[src/rtl/tbc_pkg.sv]
package tbc_pkg;
    typedef enum logic [1:0] {
        CM_UP     = 2'b00,
        CM_DOWN   = 2'b01,
        CM_UPDOWN = 2'b10,
        CM_FREEZE = 2'b11
    } cnt_mode_e;

    localparam int ADDR_W     = 2;
    localparam int DIV_FLD_W  = 3;
    localparam int MODE_LSB   = 0;
    localparam int LOAD_BIT   = 3;
    localparam int HS_LSB     = 7;
    localparam int COARSE_LSB = 10;

    localparam int A_CTRL   = 0;
    localparam int A_PERIOD = 1;
    localparam int A_CMP0   = 2;

    typedef struct packed {
        logic [DIV_FLD_W-1:0] coarse;
        logic [DIV_FLD_W-1:0] hs;
        logic                 load_now;
        cnt_mode_e            mode;
    } ctrl_t;
endpackage

[src/rtl/tbc_regs.sv]
module tbc_regs
    import tbc_pkg::*;
#(
    parameter int CNT_W   = 16,
    parameter int NUM_CMP = 2
) (
    input  logic                            clk,
    input  logic                            rst_n,
    input  logic                            wr_en,
    input  logic [ADDR_W-1:0]               wr_addr,
    input  logic [CNT_W-1:0]                wr_data,
    input  logic                            zero_evt,
    output ctrl_t                           ctrl,
    output logic                            ctrl_wr,
    output logic [CNT_W-1:0]                prd_act,
    output logic [NUM_CMP-1:0][CNT_W-1:0]   cmp_val
);
    typedef struct packed {
        ctrl_t                          ctrl;
        logic [CNT_W-1:0]               prd;
        logic [CNT_W-1:0]               shd;
        logic [NUM_CMP-1:0][CNT_W-1:0]  cmp;
    } reg_s;

    reg_s reg_d, reg_q;
    logic prd_wr;

    always_comb begin
        reg_d   = reg_q;
        ctrl_wr = wr_en && (wr_addr == ADDR_W'(A_CTRL));
        prd_wr  = wr_en && (wr_addr == ADDR_W'(A_PERIOD));
        if (zero_evt) begin
            reg_d.prd = reg_q.shd;
        end
        if (ctrl_wr) begin
            reg_d.ctrl.mode     = cnt_mode_e'(wr_data[MODE_LSB +: 2]);
            reg_d.ctrl.load_now = wr_data[LOAD_BIT];
            reg_d.ctrl.hs       = wr_data[HS_LSB +: DIV_FLD_W];
            reg_d.ctrl.coarse   = wr_data[COARSE_LSB +: DIV_FLD_W];
        end
        if (prd_wr) begin
            reg_d.shd = wr_data;
            if (reg_q.ctrl.load_now) begin
                reg_d.prd = wr_data;
            end
        end
        for (int i = 0; i < NUM_CMP; i++) begin
            if (wr_en && (wr_addr == ADDR_W'(A_CMP0 + i))) begin
                reg_d.cmp[i] = wr_data;
            end
        end
    end

    always_ff @(posedge clk or negedge rst_n) begin
        if (!rst_n) begin
            reg_q           <= '0;
            reg_q.ctrl.mode <= CM_FREEZE;
        end else begin
            reg_q <= reg_d;
        end
    end

    assign ctrl    = reg_q.ctrl;
    assign prd_act = reg_q.prd;
    assign cmp_val = reg_q.cmp;

    // an immediate write is active after the write edge
    a_r10_immediate_load: assert property (@(posedge clk) disable iff (!rst_n)
        (prd_wr && reg_q.ctrl.load_now) |=> (reg_q.prd == $past(wr_data)));

    // a shadow write leaves the active period alone until zero
    a_r9_shadow_defer: assert property (@(posedge clk) disable iff (!rst_n)
        (prd_wr && !reg_q.ctrl.load_now && !zero_evt) |=> $stable(reg_q.prd));

    // the zero strobe transfers the shadow copy
    a_r9_zero_transfer: assert property (@(posedge clk) disable iff (!rst_n)
        (zero_evt && !(prd_wr && reg_q.ctrl.load_now)) |=> (reg_q.prd == $past(reg_q.shd)));
endmodule

[src/rtl/tbc_prescaler.sv]
module tbc_prescaler #(
    parameter int FLD_W = 3
) (
    input  logic             clk,
    input  logic             rst_n,
    input  logic             restart,
    input  logic [FLD_W-1:0] coarse,
    input  logic [FLD_W-1:0] hs,
    output logic             tick
);
    localparam int HS_MAX = (1 << FLD_W) - 1;
    localparam int PRE_W  = HS_MAX + $clog2(2 * HS_MAX + 1);

    typedef struct packed {
        logic [PRE_W-1:0] pre;
    } pre_s;

    pre_s pre_d, pre_q;
    logic [PRE_W-1:0] hs_mult;
    logic [PRE_W-1:0] div_m1;

    always_comb begin
        hs_mult = (hs == '0) ? PRE_W'(1) : PRE_W'({hs, 1'b0});
        div_m1  = (hs_mult << coarse) - PRE_W'(1);
        tick    = (pre_q.pre >= div_m1);
        pre_d   = pre_q;
        if (restart || tick) begin
            pre_d.pre = '0;
        end else begin
            pre_d.pre = pre_q.pre + PRE_W'(1);
        end
    end

    always_ff @(posedge clk or negedge rst_n) begin
        if (!rst_n) begin
            pre_q <= '0;
        end else begin
            pre_q <= pre_d;
        end
    end

    // after a restart the first tick waits the full divide
    a_r2_restart_phase: assert property (@(posedge clk) disable iff (!rst_n)
        restart |=> (tick == (div_m1 == '0)));

    // with a divide above one, ticks never come back to back
    a_r2_tick_gap: assert property (@(posedge clk) disable iff (!rst_n)
        (tick && (div_m1 != '0) && !restart) |=> !tick);
endmodule

[src/rtl/tbc_counter.sv]
module tbc_counter
    import tbc_pkg::*;
#(
    parameter int CNT_W   = 16,
    parameter int NUM_CMP = 2
) (
    input  logic                          clk,
    input  logic                          rst_n,
    input  logic                          tick,
    input  cnt_mode_e                     mode,
    input  logic [CNT_W-1:0]              prd,
    input  logic [NUM_CMP-1:0][CNT_W-1:0] cmp_val,
    output logic [CNT_W-1:0]              cnt,
    output logic                          dir_up,
    output logic                          evt_zero,
    output logic                          evt_prd,
    output logic [NUM_CMP-1:0]            evt_cmp
);
    typedef struct packed {
        logic [CNT_W-1:0] cnt;
        logic             dir;
    } cnt_s;

    cnt_s cnt_d, cnt_q;
    logic at_top;
    logic live;

    always_comb begin
        cnt_d  = cnt_q;
        at_top = (cnt_q.cnt >= prd);
        unique case (mode)
            CM_UP: begin
                cnt_d.dir = 1'b1;
                if (tick) begin
                    cnt_d.cnt = at_top ? '0 : cnt_q.cnt + CNT_W'(1);
                end
            end
            CM_DOWN: begin
                cnt_d.dir = 1'b0;
                if (tick) begin
                    cnt_d.cnt = ((cnt_q.cnt == '0) || (cnt_q.cnt > prd))
                                ? prd : cnt_q.cnt - CNT_W'(1);
                end
            end
            CM_UPDOWN: begin
                if (tick) begin
                    if (cnt_q.dir) begin
                        if (at_top) begin
                            cnt_d.dir = 1'b0;
                            cnt_d.cnt = (cnt_q.cnt == '0) ? '0 : cnt_q.cnt - CNT_W'(1);
                        end else begin
                            cnt_d.cnt = cnt_q.cnt + CNT_W'(1);
                        end
                    end else if (cnt_q.cnt == '0) begin
                        cnt_d.dir = 1'b1;
                        cnt_d.cnt = (prd == '0) ? '0 : CNT_W'(1);
                    end else begin
                        cnt_d.cnt = cnt_q.cnt - CNT_W'(1);
                    end
                end
            end
            default: begin
                cnt_d = cnt_q;
            end
        endcase
    end

    always_ff @(posedge clk or negedge rst_n) begin
        if (!rst_n) begin
            cnt_q.cnt <= '0;
            cnt_q.dir <= 1'b1;
        end else begin
            cnt_q <= cnt_d;
        end
    end

    assign live     = tick && (mode != CM_FREEZE);
    assign evt_zero = live && (cnt_q.cnt == '0);
    assign evt_prd  = live && (cnt_q.cnt == prd);
    assign cnt      = cnt_q.cnt;
    assign dir_up   = cnt_q.dir;

    for (genvar g = 0; g < NUM_CMP; g++) begin : g_cmp
        assign evt_cmp[g] = live && cnt_q.dir && (cnt_q.cnt == cmp_val[g]);
    end

    // below the period an up tick adds one
    a_r3_up_step: assert property (@(posedge clk) disable iff (!rst_n)
        (mode == CM_UP && tick && cnt_q.cnt < prd) |=> (cnt_q.cnt == $past(cnt_q.cnt) + 1'b1));

    // at or above the period an up tick returns to zero
    a_r3_up_wrap: assert property (@(posedge clk) disable iff (!rst_n)
        (mode == CM_UP && tick && cnt_q.cnt >= prd) |=> (cnt_q.cnt == '0));

    // a down tick at zero reloads the period
    a_r4_down_reload: assert property (@(posedge clk) disable iff (!rst_n)
        (mode == CM_DOWN && tick && cnt_q.cnt == '0) |=> (cnt_q.cnt == $past(prd)));

    // rising at the top turns the direction down
    a_r5_reverse_top: assert property (@(posedge clk) disable iff (!rst_n)
        (mode == CM_UPDOWN && tick && cnt_q.dir && cnt_q.cnt >= prd) |=> !cnt_q.dir);

    // hold mode keeps count and direction
    a_r6_hold: assert property (@(posedge clk) disable iff (!rst_n)
        (mode == CM_FREEZE) |=> ($stable(cnt_q.cnt) && $stable(cnt_q.dir)));

    // a zero strobe only appears with a prescaler tick
    a_r7_zero_on_tick: assert property (@(posedge clk) disable iff (!rst_n)
        evt_zero |-> tick);
endmodule

[src/rtl/tbc_timebase.sv]
module tbc_timebase
    import tbc_pkg::*;
#(
    parameter int CNT_W = 16
) (
    input  logic              clk,
    input  logic              rst_n,
    input  logic              wr_en,
    input  logic [1:0]        wr_addr,
    input  logic [CNT_W-1:0]  wr_data,
    output logic [CNT_W-1:0]  count,
    output logic              dir_up,
    output logic              evt_zero,
    output logic              evt_period,
    output logic              evt_cmpa,
    output logic              evt_cmpb
);
    localparam int NUM_CMP = 2;

    ctrl_t                          ctrl;
    logic                           ctrl_wr;
    logic                           tick;
    logic [CNT_W-1:0]               prd_act;
    logic [NUM_CMP-1:0][CNT_W-1:0]  cmp_val;
    logic [NUM_CMP-1:0]             evt_cmp;

    tbc_regs #(.CNT_W(CNT_W), .NUM_CMP(NUM_CMP)) u_regs (
        .clk      (clk),
        .rst_n    (rst_n),
        .wr_en    (wr_en),
        .wr_addr  (wr_addr),
        .wr_data  (wr_data),
        .zero_evt (evt_zero),
        .ctrl     (ctrl),
        .ctrl_wr  (ctrl_wr),
        .prd_act  (prd_act),
        .cmp_val  (cmp_val)
    );

    tbc_prescaler #(.FLD_W(DIV_FLD_W)) u_presc (
        .clk     (clk),
        .rst_n   (rst_n),
        .restart (ctrl_wr),
        .coarse  (ctrl.coarse),
        .hs      (ctrl.hs),
        .tick    (tick)
    );

    tbc_counter #(.CNT_W(CNT_W), .NUM_CMP(NUM_CMP)) u_cnt (
        .clk      (clk),
        .rst_n    (rst_n),
        .tick     (tick),
        .mode     (ctrl.mode),
        .prd      (prd_act),
        .cmp_val  (cmp_val),
        .cnt      (count),
        .dir_up   (dir_up),
        .evt_zero (evt_zero),
        .evt_prd  (evt_period),
        .evt_cmp  (evt_cmp)
    );

    assign evt_cmpa = evt_cmp[0];
    assign evt_cmpb = evt_cmp[1];
endmodule

[config.mk]
export PLATFORM = sky130hd
export DESIGN_NAME = tbc_timebase
export DESIGN_NICKNAME = d
export VERILOG_FILES = /design/src/rtl/tbc_pkg.sv /design/src/rtl/tbc_regs.sv /design/src/rtl/tbc_prescaler.sv /design/src/rtl/tbc_counter.sv /design/src/rtl/tbc_timebase.sv
export SDC_FILE = /design/constraint.sdc
export NUM_CORES = 1
export LEC_CHECK = 0
export BUFFER_PORTS_ARGS = -buffer_cell sky130_fd_sc_hd__buf_2
export CAP_MARGIN = 25
export CORE_MARGIN = 2
export CORE_UTILIZATION = 55
export CTS_CLUSTER_SIZE = 40
export DETAILED_ROUTE_END_ITERATION = 7
export GPL_ROUTABILITY_DRIVEN = 0
export PLACE_DENSITY = 0.7
export SLEW_MARGIN = 20
export SYNTH_ARGS = -nofsm -noshare
export SYNTH_HDL_FRONTEND = slang
export SYNTH_HIERARCHICAL = 1
export SYNTH_SLANG_ARGS = --single-unit
export TNS_END_PERCENT = 5
[constraint.sdc]
create_clock -name clk -period 8.2 [get_ports clk]
set_clock_uncertainty 0.1 [all_clocks]
set_input_delay 0.41 -clock clk [delete_from_list [all_inputs] [get_ports clk]]
set_output_delay 0.41 -clock clk [all_outputs]
set_load 0.03 [all_outputs]
==> impl_metrics.env <==
export IMPL_run_status="finished with violations"
export IMPL_failed_checks="DRC"
export IMPL_fmax_ghz=0.174
export IMPL_worstPathCellList="or3_1, or4_1, ha_1, o311ai_4, nor2_1, xor2_1, ha_1, and3_1, nand2_1, o21ai_1, a211o_1, and3b_1, buf_2"
export IMPL_totalNegativeSetupSlack_ns=0
export IMPL_power_static_leakage_nw=3.37
export IMPL_grt_busiest_layer="met2"
export IMPL_sw_frac_of_total_pct=48.8
export IMPL_worstPathRequired_ns=7.69
export IMPL_die_width_um=123
export IMPL_setup_viol_count_final=0
export IMPL_worst_path_dominant_cell_family="simple AND/OR/NAND/NOR gates"
export IMPL_finish_instance_area_um2=7870
export IMPL_worstSetupPathType="reg -> out"
export IMPL_drt_first_pass_iters=7
export IMPL_drt_initial_drc_count=712
export IMPL_slew_viol_final=0
export IMPL_final_hold_viol_count=0
export IMPL_overall_via_count_from_detail_route=6275
export IMPL_fp_dieArea_um2=15100
export IMPL_ir_drop_mv=0.205
export IMPL_cts_tree="built"
export IMPL_critical_path_top_cell_by_count="ha_1"
export IMPL_placedInstanceArea_um2=7570
export IMPL_chip_height_um=123
export IMPL_grt_use_total_pct=27.0
export IMPL_ctsHtreeMaxLevel=3
export IMPL_syn_inst=822
export IMPL_io_pins=42
export IMPL_critPathMaxStageDelay_ns=0.80
export IMPL_timing_max_slew_rel_slack_pct=28.8
export IMPL_finalNetCount=823
export IMPL_grt_met2_usage_pct=42.9
export IMPL_power_density_nw_per_um2=351
export IMPL_clkSlewWorstSetupHoldPaths_ns=0.07
export IMPL_rsz0062_at_grt="no"
export IMPL_min_path_type="in -> reg"
export IMPL_drtAntennaViolNets=0
export IMPL_drt_vias_per_instance=6.59
export IMPL_std_cell_rows=43
export IMPL_met1_usage_pct=37.8
export IMPL_drt_wl_total_um=19700
export IMPL_synthesis_yosys_warnings=6
export IMPL_wl_per_cell_um=20.7
export IMPL_clk_root_buffer_cell="clkbuf_16"
export IMPL_wire_length_of_the_first_global_routing_pass_um=31800
export IMPL_detailedPlacementHpwl_um=13800
export IMPL_clock_path_buffers=2
export IMPL_timing_worst_slew_pin_value_ns=1.06
export IMPL_crit_arrival_ns=5.24
export IMPL_power_net_switching_mw=1.35
export IMPL_diodes=0
export IMPL_design_core_area_um2=13900
export IMPL_met3_usage_pct=3.60
export IMPL_p_comb_share_pct=50.7
export IMPL_port_buffers=41
export IMPL_grt_pass1_vias=6064
export IMPL_crit_path_max_fanout=18
export IMPL_grt_overflow_total=0
export IMPL_drive_gt1_share_pct=22.7
export IMPL_critPathCaptureType="output port"
export IMPL_share_seq_of_total_power_pct=34.1
export IMPL_power_internal_mw=1.42
export IMPL_drcViolationCount=1
export IMPL_synth_fp_nets=878
export IMPL_critPathSlowestCell="and3b_1"
export IMPL_postCtsResizedCells=0
export IMPL_area_growth_synth_to_final_pct=0.931
export IMPL_worst_setup_path_start_kind="register"
export IMPL_start_util_pct=56.2
export IMPL_grt_max_degree=75
export IMPL_pwr_share_clk_pct=15.3
export IMPL_cts_num_sinks=101
export IMPL_period_needed_ns=5.75
export IMPL_synthesis_area_um2=7800
export IMPL_max_cap_violations=0
export IMPL_path_buf_inv=1
export IMPL_timing_final_crit_share_pct=70.2
export IMPL_insertion_delay_ns=0.36
export IMPL_avgSynthCellArea_um2=9.49
export IMPL_antenna_violations_before_repair=0
export IMPL_cts_made_buffers=9
## power by group through the flow
stage	registers [mW]	logic (mW)	clock network (mW)
floorplan	0.798	1.24	0
global placement	0.928	1.32	0
detailed placement	0.941	1.36	0
CTS	0.931	1.37	0.432
global route	0.964	1.53	0.450
finish	0.942	1.40	0.422
## through the flow
step	std cells	power (mW)	utilization, %	worst slack [ns]	hold slack [ns]
after floorplan	822	2.03	-	3.57	0.0144
after global placement	935	2.25	54.5	3.01	0.251
after detailed placement	935	2.30	54.5	2.80	0.253
after CTS	952	2.73	56.7	2.47	0.224
after global routing	952	2.94	56.7	2.17	0.240
final	952	2.76	56.7	2.45	0.227
## worst paths after layout
check / cells past startpoint / to / from / slack (ns)
min in group asynchronous: 2 / u_cnt/cnt[3] / rst_n / 0.40
setup reg to reg: 15 / u_cnt/cnt[7] / u_regs/ctrl[3] / 2.72
hold reg to reg: 1 / u_regs/reg_q[35] / u_regs/reg_q[35] / 0.41
max in group asynchronous: 3 / u_regs/cmp_val[19] / rst_n / 6.36
setup / recovery: 13 / evt_zero / u_regs/ctrl[3] / 2.45
hold / removal: 2 / u_regs/cmp_val[4] / wr_data[4] / 0.23
## layer usage
layer  routed length (µm)  share of wire, %
met5                    0                 0
met4                  355               1.8
met3                 1360               6.9
met2                 9260                47
met1                 8770                44
## cells in the final DEF (no fill, tap or decap), types with 19 or more instances in the layout
cell	instances
ha_1	35
nand4_1	20
xnor2_1	19
a21oi_1	43
buf_2	40
nor2_1	42
dfrtp_1	98
a31oi_1	19
nand3_1	36
mux2_2	90
nor3_1	25
inv_1	36
xor2_1	46
nand2_1	19
## sequential cells by signal, indices dropped and copies added, names as in the netlist
signal and count:
u_regs/prd_act 16, u_regs/ctrl 9, u_regs/reg_q 16, u_cnt/dir_up 1, u_regs/cmp_val 32, u_cnt/cnt 16
u_presc/pre_q 11
## final cells by class
type                            instances  area, µm²
Clock buffer                            9        225
Clock inverter                          7       70.1
Fill cell                            1220       6010
Inverter                               37        139
Multi-Input combinational cell        572       4430
Sequential cell                       101       2530
Tap cell                              180        225
Timing Repair Buffer                   46        248
## what timing repair did
action | 4_1_cts | 5_1_grt
hold endpoints to repair | 26 | 0
setup buffers | 0 | 0
hold buffers | 1 | 0
## worst reg2reg max path, stage by stage (launching register included)
cell	delay, ns
dfrtp_1	0.56
or3_1	0.49
or4_1	0.47
ha_1	0.26
o311ai_4	0.10
nor2_1	0.11
xor2_1	0.18
ha_1	0.30
and3_1	0.18
nand2_1	0.06
o21ai_1	0.67
a211o_1	0.35
o31a_1	0.47
and2_1	0.56
o311ai_0	0.24
o31a_1	0.28
No activity file was read; power rests on OpenSTA's default activity.
